`config.mk`:
```
export PLATFORM = sky130hd
export DESIGN_NAME = soft_ramp_atten
export DESIGN_NICKNAME = d
export VERILOG_FILES = /design/src/rtl/sra_pkg.sv /design/src/rtl/sra_level_seq.sv /design/src/rtl/sra_gain_lut.sv /design/src/rtl/sra_scaler.sv /design/src/rtl/soft_ramp_atten.sv
export SDC_FILE = /design/constraint.sdc
export NUM_CORES = 2
export LEC_CHECK = 0
export ABC_AREA = 1
export BUFFER_PORTS_ARGS = -buffer_cell sky130_fd_sc_hd__buf_2
export CAP_MARGIN = 30
export CELL_PAD_IN_SITES_DETAIL_PLACEMENT = 2
export CELL_PAD_IN_SITES_GLOBAL_PLACEMENT = 2
export CORE_ASPECT_RATIO = 2
export CORE_MARGIN = 4
export CORE_UTILIZATION = 42
export DETAILED_ROUTE_END_ITERATION = 7
export MAX_ROUTING_LAYER = met4
export PLACE_DENSITY = 0.87
export SLEW_MARGIN = 40
export SYNTH_ARGS = -nofsm -noshare
export SYNTH_HDL_FRONTEND = slang
export SYNTH_SLANG_ARGS = --single-unit
```
`constraint.sdc`:
```
create_clock -name clk -period 15.3 [get_ports clk]
set_clock_uncertainty 0.1 [all_clocks]
set_input_delay 0.765 -clock clk [delete_from_list [all_inputs] [get_ports clk]]
set_output_delay 0.765 -clock clk [all_outputs]
set_load 0.01 [all_outputs]
```
`src/rtl/sra_pkg.sv`:
```
package sra_pkg;
    localparam int OCT_STEPS = 48;      // codes per 6 dB octave
    localparam int GAIN_W    = 16;      // unsigned Q1.15
    localparam int STEP_MUL  = 64596;   // 2^(-1/48) in Q0.16

    typedef enum logic [1:0] {DIR_HOLD, DIR_UP, DIR_DOWN} dir_e;

    function automatic logic [GAIN_W-1:0] gain_entry(input int idx);
        longint g;
        g = 64'd32768;
        for (int i = 0; i < idx; i++) g = (g * STEP_MUL) >> 16;
        return g[GAIN_W-1:0];
    endfunction
endpackage

```
`src/rtl/sra_level_seq.sv`:
```
module sra_level_seq #(
    parameter int LVL_W = 8
) (
    input  logic             clk,
    input  logic             rst_n,
    input  logic             frame_i,
    input  logic             ramp_en_i,
    input  logic [LVL_W-1:0] target_i,
    output logic [LVL_W-1:0] level_o,
    output logic             busy_o
);
    import sra_pkg::*;

    typedef struct packed {
        logic [LVL_W-1:0] level;
    } seq_t;

    seq_t st_d, st_q;
    dir_e dir;

    always_comb begin
        st_d = st_q;
        if (st_q.level < target_i)      dir = DIR_UP;
        else if (st_q.level > target_i) dir = DIR_DOWN;
        else                            dir = DIR_HOLD;
        if (frame_i) begin
            if (!ramp_en_i) st_d.level = target_i;
            else begin
                case (dir)
                    DIR_UP:   st_d.level = st_q.level + 1'b1;
                    DIR_DOWN: st_d.level = st_q.level - 1'b1;
                    default:  st_d.level = st_q.level;
                endcase
            end
        end
    end

    always_ff @(posedge clk) begin
        if (!rst_n) st_q <= '0;
        else        st_q <= st_d;
    end

    assign level_o = st_q.level;
    assign busy_o  = (dir != DIR_HOLD);

    a_r2_step_up: assert property (@(posedge clk) disable iff (!rst_n)
        frame_i && ramp_en_i && (level_o < target_i) |=> level_o == $past(level_o) + 1'b1);
    a_r2_step_down: assert property (@(posedge clk) disable iff (!rst_n)
        frame_i && ramp_en_i && (level_o > target_i) |=> level_o == $past(level_o) - 1'b1);
    a_r3_hold_level: assert property (@(posedge clk) disable iff (!rst_n)
        !frame_i |=> $stable(level_o));
    a_r4_jump: assert property (@(posedge clk) disable iff (!rst_n)
        frame_i && !ramp_en_i |=> level_o == $past(target_i));
endmodule

```
`src/rtl/sra_gain_lut.sv`:
```
module sra_gain_lut #(
    parameter int LVL_W = 8
) (
    input  logic [LVL_W-1:0]          level_i,
    output logic [sra_pkg::GAIN_W-1:0] gain_o,
    output logic [LVL_W-1:0]          shift_o
);
    import sra_pkg::*;
    localparam int IDX_W = $clog2(OCT_STEPS);

    logic [GAIN_W-1:0] tbl [OCT_STEPS];
    logic [IDX_W-1:0]  frac;

    for (genvar g = 0; g < OCT_STEPS; g++) begin : g_tbl
        assign tbl[g] = gain_entry(g);
    end

    always_comb begin
        shift_o = LVL_W'(int'(level_i) / OCT_STEPS);
        frac    = IDX_W'(int'(level_i) % OCT_STEPS);
        gain_o  = tbl[frac];
    end
endmodule

```
`src/rtl/sra_scaler.sv`:
```
module sra_scaler #(
    parameter int DATA_W = 24,
    parameter int LVL_W  = 8
) (
    input  logic signed [DATA_W-1:0]    sample_i,
    input  logic [sra_pkg::GAIN_W-1:0]  gain_i,
    input  logic [LVL_W-1:0]            shift_i,
    output logic signed [DATA_W-1:0]    sample_o
);
    import sra_pkg::*;
    localparam int PROD_W = DATA_W + GAIN_W + 1;
    localparam int FRAC   = GAIN_W - 1;

    logic signed [PROD_W-1:0] prod;

    always_comb begin
        prod     = PROD_W'(sample_i) * PROD_W'($signed({1'b0, gain_i}));
        sample_o = DATA_W'(prod >>> (FRAC + int'(shift_i)));
    end
endmodule

```
`src/rtl/soft_ramp_atten.sv`:
```
module soft_ramp_atten #(
    parameter int DATA_W = 24,
    parameter int LVL_W  = 8
) (
    input  logic              clk,
    input  logic              rst_n,
    input  logic              frame_i,
    input  logic              ramp_en_i,
    input  logic              mute_i,
    input  logic [LVL_W-1:0]  atten_i,
    input  logic [DATA_W-1:0] left_i,
    input  logic [DATA_W-1:0] right_i,
    output logic [LVL_W-1:0]  level_o,
    output logic              busy_o,
    output logic [DATA_W-1:0] left_o,
    output logic [DATA_W-1:0] right_o
);
    import sra_pkg::*;
    localparam int NCH = 2;
    localparam logic [LVL_W-1:0] MAX_CODE = {LVL_W{1'b1}};

    typedef struct packed {
        logic [NCH-1:0][DATA_W-1:0] smp;
    } out_t;

    out_t out_d, out_q;
    logic [LVL_W-1:0]           target;
    logic [GAIN_W-1:0]          gain;
    logic [LVL_W-1:0]           shift;
    logic [NCH-1:0][DATA_W-1:0] din, scaled;

    assign target = mute_i ? MAX_CODE : atten_i;
    assign din[0] = left_i;
    assign din[1] = right_i;

    sra_level_seq #(.LVL_W(LVL_W)) u_seq (
        .clk(clk), .rst_n(rst_n), .frame_i(frame_i), .ramp_en_i(ramp_en_i),
        .target_i(target), .level_o(level_o), .busy_o(busy_o)
    );

    sra_gain_lut #(.LVL_W(LVL_W)) u_lut (
        .level_i(level_o), .gain_o(gain), .shift_o(shift)
    );

    for (genvar c = 0; c < NCH; c++) begin : g_ch
        sra_scaler #(.DATA_W(DATA_W), .LVL_W(LVL_W)) u_scl (
            .sample_i(din[c]), .gain_i(gain), .shift_i(shift), .sample_o(scaled[c])
        );
    end

    always_comb begin
        out_d = out_q;
        if (frame_i) begin
            if (mute_i && level_o == MAX_CODE) out_d.smp = '0;
            else                               out_d.smp = scaled;
        end
    end

    always_ff @(posedge clk) begin
        if (!rst_n) out_q <= '0;
        else        out_q <= out_d;
    end

    assign left_o  = out_q.smp[0];
    assign right_o = out_q.smp[1];

    a_r3_hold_out: assert property (@(posedge clk) disable iff (!rst_n)
        !frame_i |=> $stable(left_o) && $stable(right_o));
    a_r8_mute_zero: assert property (@(posedge clk) disable iff (!rst_n)
        frame_i && mute_i && level_o == MAX_CODE |=> left_o == '0 && right_o == '0);
    a_r6_busy_settled: assert property (@(posedge clk) disable iff (!rst_n)
        frame_i && !ramp_en_i && $stable(target) |=> !busy_o);
endmodule

```
# == Word level (Yosys, flattened, before mapping) ==
# Memories as Yosys holds them, arrays and structs flattened.
# Index checks and enable logic that the tools add are counted.
# word_totals
ram_bits,0
reg_bits,56
in_bits,61
romBits,1024
latch_bits,0
mem_count,1
elab_cells,32
out_inout_bits,57
# classes
addsub,3
n_bitwise,1
div,2
n_lt_le_gt_ge,3
mul,2
shifts,2
n_eq_ne,4
reduce_logical,3
n_mux,8
# mem_list
memory,words,word_bits,read_ports,rd_ports_with_merged_regs,wr,line,source
(name not given),64,16,1,0,0,sra_gain_lut.sv:21,gain_o = tbl[frac];
# op_table
operator,n
24-bit by 17-bit multiplier with 41-bit output,2
41-bit by 32-bit >>> shifter with 24-bit output,2
48-bit two-way mux,1
"9-bit by 7-bit divider with 32-bit output, second input constant",1
"9-bit by 7-bit modulo with 32-bit output, second input constant",1
16-bit two-way mux,2
8-bit two-way mux,2
8-bit one-hot mux with 2 select lines,1
"4-bit by 8-bit adder with 9-bit output, first input constant",1
"8-bit by 1-bit adder with 8-bit output, second input constant",1
"8-bit == test, second input constant",1
8-bit greater-than comparator,1
8-bit < comparator,1
"8-bit by 1-bit subtractor with 8-bit output, second input constant",1
"7-bit >= comparator, second input constant",1
6-bit NOT with 7-bit output,1
2-bit two-way mux,2
"3-bit by 1-bit != test with 1-bit output, second input constant",1
"2-bit by 1-bit == test with 1-bit output, second input constant",1
"2-bit == test, second input constant",1
2-bit AND reduction,1
2-bit nonzero test,1
1-bit logical AND,1

# == Longest topological paths before layout ==
# depth
ltp_word,8
mapped_depth,61
ltp_nobuf,57

# == Modules after synthesis ==
# A second synthesis with hierarchy kept.
# unflattened
cells_unflattened,5965
hier_area_um2,40571.4
# modules_own_cells
module,n_inst,area_per_inst_um2,cells_each,seq_area_each_um2
sra_scaler at g_ch[1].u_scl,1,18182.4,2676,0.0
sra_scaler at g_ch[0].u_scl,1,17971.0,2628,0.0
soft_ramp_atten,1,1805.5,229,960.9
sra_gain_lut,1,1697.9,294,0.0
sra_level_seq,1,914.6,138,160.2

# == Worst setup path before layout ==
# Ideal clock, no wire load.
# synth_path
kind,register to register
startpoint,"register u_seq.st_q, in the netlist u_seq.level_o[2]"
endpoint,"register out_q, in the netlist left_o[22]"
path_buffers,4
stages_incl_launch_ff,52
path_slack_ns,5.760
setup_time_ns,0.132
required_time_ns,15.068
synth_period_minus_slack_ns,9.540
arrival_ns,9.308
cell_sequence,dfxtp_1 > clkbuf_1 > inv_1 > clkbuf_1 > ha_1 > inv_1 > nand2_1 > nor2_2 > a21oi_1 > ha_1 > inv_1 > a31oi_1 > nor2_2 > nand4_1 > nand3_2 > nand2_4 > nand2_2 > nand2_4 > (+16 left out) > a21oi_1 > nor2_1 > nor2_1 > nor2_1 > a2111oi_0 > nand3_1 > nand2_1 > nand2_1 > nand2_1 > nand2_1 > nand2_1 > nand2_1 > nand2_1 > nand2_1 > nand2_1 > nand2_1 > nand3_1 > a21oi_1
# synth_via
elab_chain_len,8
elab_cells_between_ends,12
classes_between,add/sub: 1; mul: 1; div: 2; eq/ne: 1; shift: 1; mux: 3; bitwise: 1; reduce/logical: 1; memory: 1
# synth_rtl
element,line,source
start: declaration,sra_level_seq.sv:18,"seq_t st_d, st_q;"
start signal: assignment,sra_level_seq.sv:40,else st_q <= st_d;
9-bit by 7-bit modulo with 32-bit output,sra_gain_lut.sv:20,frac = IDX_W'(int'(level_i) % OCT_STEPS);
6-bit NOT with 7-bit output (not written as such),sra_gain_lut.sv:21,
memory 64 x 16 bit,--,
16-bit two-way mux (not written as such) (2 in series),sra_gain_lut.sv:21,
24-bit by 17-bit multiplier with 41-bit output,sra_scaler.sv:17,"prod = PROD_W'(sample_i) * PROD_W'($signed({1'b0, gain_i}));"
41-bit by 32-bit >>> shifter with 24-bit output,sra_scaler.sv:18,sample_o = DATA_W'(prod >>> (FRAC + int'(shift_i)));
48-bit two-way mux (*),soft_ramp_atten.sv:54,if (mute_i && level_o == MAX_CODE) out_d.smp = '0;
end signal: assignment,soft_ramp_atten.sv:61,else out_q <= out_d;
end: declaration,soft_ramp_atten.sv:26,"out_t out_d, out_q;"
# Mark *: on every way between the ends. The rest lies on a longest branch, timed or not. The select of a mux whose other input is x is not followed.
# A chain may end at the register's enable or synchronous reset.

# == Worst setup path in the final report ==
# layout_path
startpoint,"register u_seq.st_q, in the netlist u_seq.level_o[1]"
endpoint,"register out_q, in the netlist right_o[16]"
# The elaborated chain is that of the path after synthesis.

==> out/qor.log <==
INFO  yosys          synthCells=5142
INFO  timing         timing.fmax=78.7MHz
INFO  clocking       clk_transition_reported_paths=80ps
INFO  global_route   grt_max_degree=77
INFO  global_route   grt_first_pass_wirelength=254mm
INFO  yosys          mappedNetlistNets=6189
INFO  timing         rsz0062_at_grt=false
INFO  worst_setup_path critical_path_required=15390ps
INFO  job            drv_cap=0
INFO  clocking       cts_setup_buffers=0
INFO  detailed_routing ant_nets=0
INFO  die            std_cell_rows=153
INFO  clocking       cts_made_buffers=5
INFO  yosys          syn-mean-instance-area=7.17um^2
INFO  placed_design  io_buffers=117
INFO  clocking       clock_latency_of_the_later_clocked_register_in_the_worst_skew_pair=330ps
INFO  hold_path      worst_hold_path.endpoint=left_o[19]
INFO  timing         final_hold_viol_count=0
INFO  yosys          synth.ff_latch_count=56
INFO  clocking       tritoncts=done
INFO  clocking       clock_path_buffers=2
INFO  yosys          yosys.cell_count.top_type=inv_1
INFO  timing         fin_crit_sh=83.1%
INFO  clocking       ctsHtreeMaxLevel=2
INFO  timing         finalWorstPathRequiredPeriod=12710ps
INFO  detailed_routing drc_errors=0
INFO  detailed_routing post_drt_via_cell_ratio=5.61
INFO  detailed_routing drt_first_pass_iters=5
INFO  die            initial_utilization=42.3%
INFO  yosys          netlist_top_cells_area=fa_1 (41%), inv_1 (12%), nand2_1 (11%), ha_1 (7.8%), nand3_1 (6.2%)
INFO  clocking       clockRootBuffer=clkbuf_16
INFO  timing         tns=0ps
INFO  yosys          async_flop_share=0%
INFO  timing         worst_slew_margin_rel=42.9%
INFO  hold_path      min_from=left_o[19]
INFO  status         status=finished, final reports clean
INFO  worst_setup_path worst_setup_path_start_kind=register
INFO  worst_setup_path setup.reg_to_reg.worst_slack=2590ps
INFO  yosys          synth_enable_flop_cells=0
INFO  yosys          synth_seq_area_share=3.04%
INFO  detailed_routing route.vias.total=35100
INFO  worst_setup_path slowest_stage_delay_cp=840ps
INFO  placed_design  place.gp.congestion=0.940
INFO  cells_and_area area_growth=3.87%
INFO  global_route   grt_pass1_vias=42700
INFO  timing         finalMaxSlewViolations=0
INFO  worst_setup_path critical_path_peak_fanout=34
INFO  clocking       cts_num_sinks=56
INFO  global_route   global_route_usage_over_all_layers=36.9%
INFO  cells_and_area final_nets=6128
INFO  clocking       post_cts_resize_count=0
INFO  yosys          netlist.top_cell.by_area=fa_1
INFO  placed_design  hpwl=143mm
INFO  global_route   grt_remaining_overflow=0
INFO  clocking       cts-hold-fix-buffers=0
INFO  worst_setup_path r2r.worst_path.cells=52
INFO  worst_setup_path crit_arrival=12800ps
INFO  timing         worst_slew_pin_slew=856ps
INFO  detailed_routing initial_detailed_routing_violation_count=1862
INFO  yosys          synthesis.area=36900um^2
INFO  yosys          synth_cell_types=56
INFO  worst_setup_path crit-reg2reg-launch=u_seq.level_o[1]
INFO  yosys          postSynth.topFlopCell=dfxtp_1
INFO  cells_and_area layout-drive-gt1-share=4.51%
INFO  die            top_level_pins=118
INFO  die            chipHeight=427um
INFO  die            die_area=92900um^2
INFO  worst_setup_path crit_path_end_kind=register
INFO  worst_setup_path worstReg2RegEnd=right_o[16]
INFO  yosys          synth.top_cell.area_share=41.0%
INFO  die            floorplan.core_area=87100um^2
INFO  detailed_routing drt_wl_total=166mm
INFO  hold_path      hold_path.class=reg -> reg
INFO  hold_path      min_path_cells=2
INFO  yosys          synth_warnings=0
INFO  global_route   grt_antenna_before_repair=4
INFO  worst_setup_path crit_path_start=u_seq.level_o[1]
INFO  worst_setup_path criticalPathCategory=reg -> reg
INFO  worst_setup_path slowest_stage=fa_1
INFO  detailed_routing routedWlPerCell=26.5um
INFO  timing         finalSetupViolations=0
INFO  die            die-width=218um
INFO  yosys          synth_common_cells=inv_1 (1217), nand2_1 (1076), fa_1 (755), nor2_1 (517), nand3_1 (460)
[final cells by class]
cell class | count | area, um^2
clock buffer | 6 | 129
multi-input combinational | 3626 | 30000
tap | 1162 | 1450
antenna | 5 | 12.5
inverter | 1240 | 4670
sequential | 56 | 1120
fill | 10500 | 48800
clock inverter | 2 | 16.3
timing repair buffer | 152 | 868
[cells in the final DEF (no fill, tap or decap), types with 32 or more instances in the layout]
master / instances
xnor2_1: 35
dfxtp_1: 56
nor2_1: 517
xor2_1: 49
a21oi_1: 160
buf_2: 117
inv_1: 1214
fa_1: 755
buf_4: 32
o21ai_0: 139
ha_1: 229
o211ai_1: 34
nand3_1: 458
nand2_1: 1074
[worst max-delay path, delay by kind of cell (launching register included)]
kind                       cells  cell delay, ps
xor gates and xnor gates       1             370
DFF                            1             610
buffers and inverters         11            2190
adders and majority gates      9            4590
and+or+nand+nor               21            3160
AOI/OAI and AO/OA             10            1480
[through the flow]
step	hold slack [ps]	cell area, um^2	utilization, %	worst slack, ps	cells
2_1_floorplan	390	36900	-	5760	5142
3_3_place_gp	351	38100	43.8	3290	6235
3_5_place_dp	357	38100	43.8	2680	6236
4_1_cts	369	38300	44.0	2630	6244
5_1_grt	391	38300	44.0	1850	6248
6_report	366	38300	44.0	2590	6249
[logic make-up after synthesis]
kind of cell             count (synthesis)  synth area share, %
AO/OA/AOI/OAI                          414                 6.32
adder cells (fa/ha/maj)                986                 48.8
buffers and inverters                 1460                 15.6
XOR/XNOR                                84                 1.99
AND/OR/NAND/NOR                       2135                 24.0
multiplexers                             7                0.190
flip-flops                              56                 3.04
[flip-flops by register name, summed over array words and instances (netlist names)]
| signal | count |
|---|---|
| left_o | 24 |
| right_o | 24 |
| u_seq.level_o | 8 |
[per-layer routing]
metal	track usage (%)	share of wire, %	vias to the layer above
met5	-	0	-
met4	21.6	7.5	0
met3	3.00	3.2	593
met2	68.5	54	1060
met1	37.7	35	18300
li1	-	-	15200
[worst max path at each step]
stage / to / slack, ps / depth (start not counted)
6_report: right_o[16] / 2590 / 52
5_1_grt: right_o[16] / 1850 / 52
4_1_cts: right_o[16] / 2630 / 52
3_5_place_dp: right_o[16] / 2680 / 52
3_3_place_gp: right_o[16] / 3290 / 52
2_1_floorplan: left_o[22] / 5760 / 51
Power is left out: the tool's default activity adds up to more than one toggle a clock period on the data nets, which glitch-free logic cannot reach.
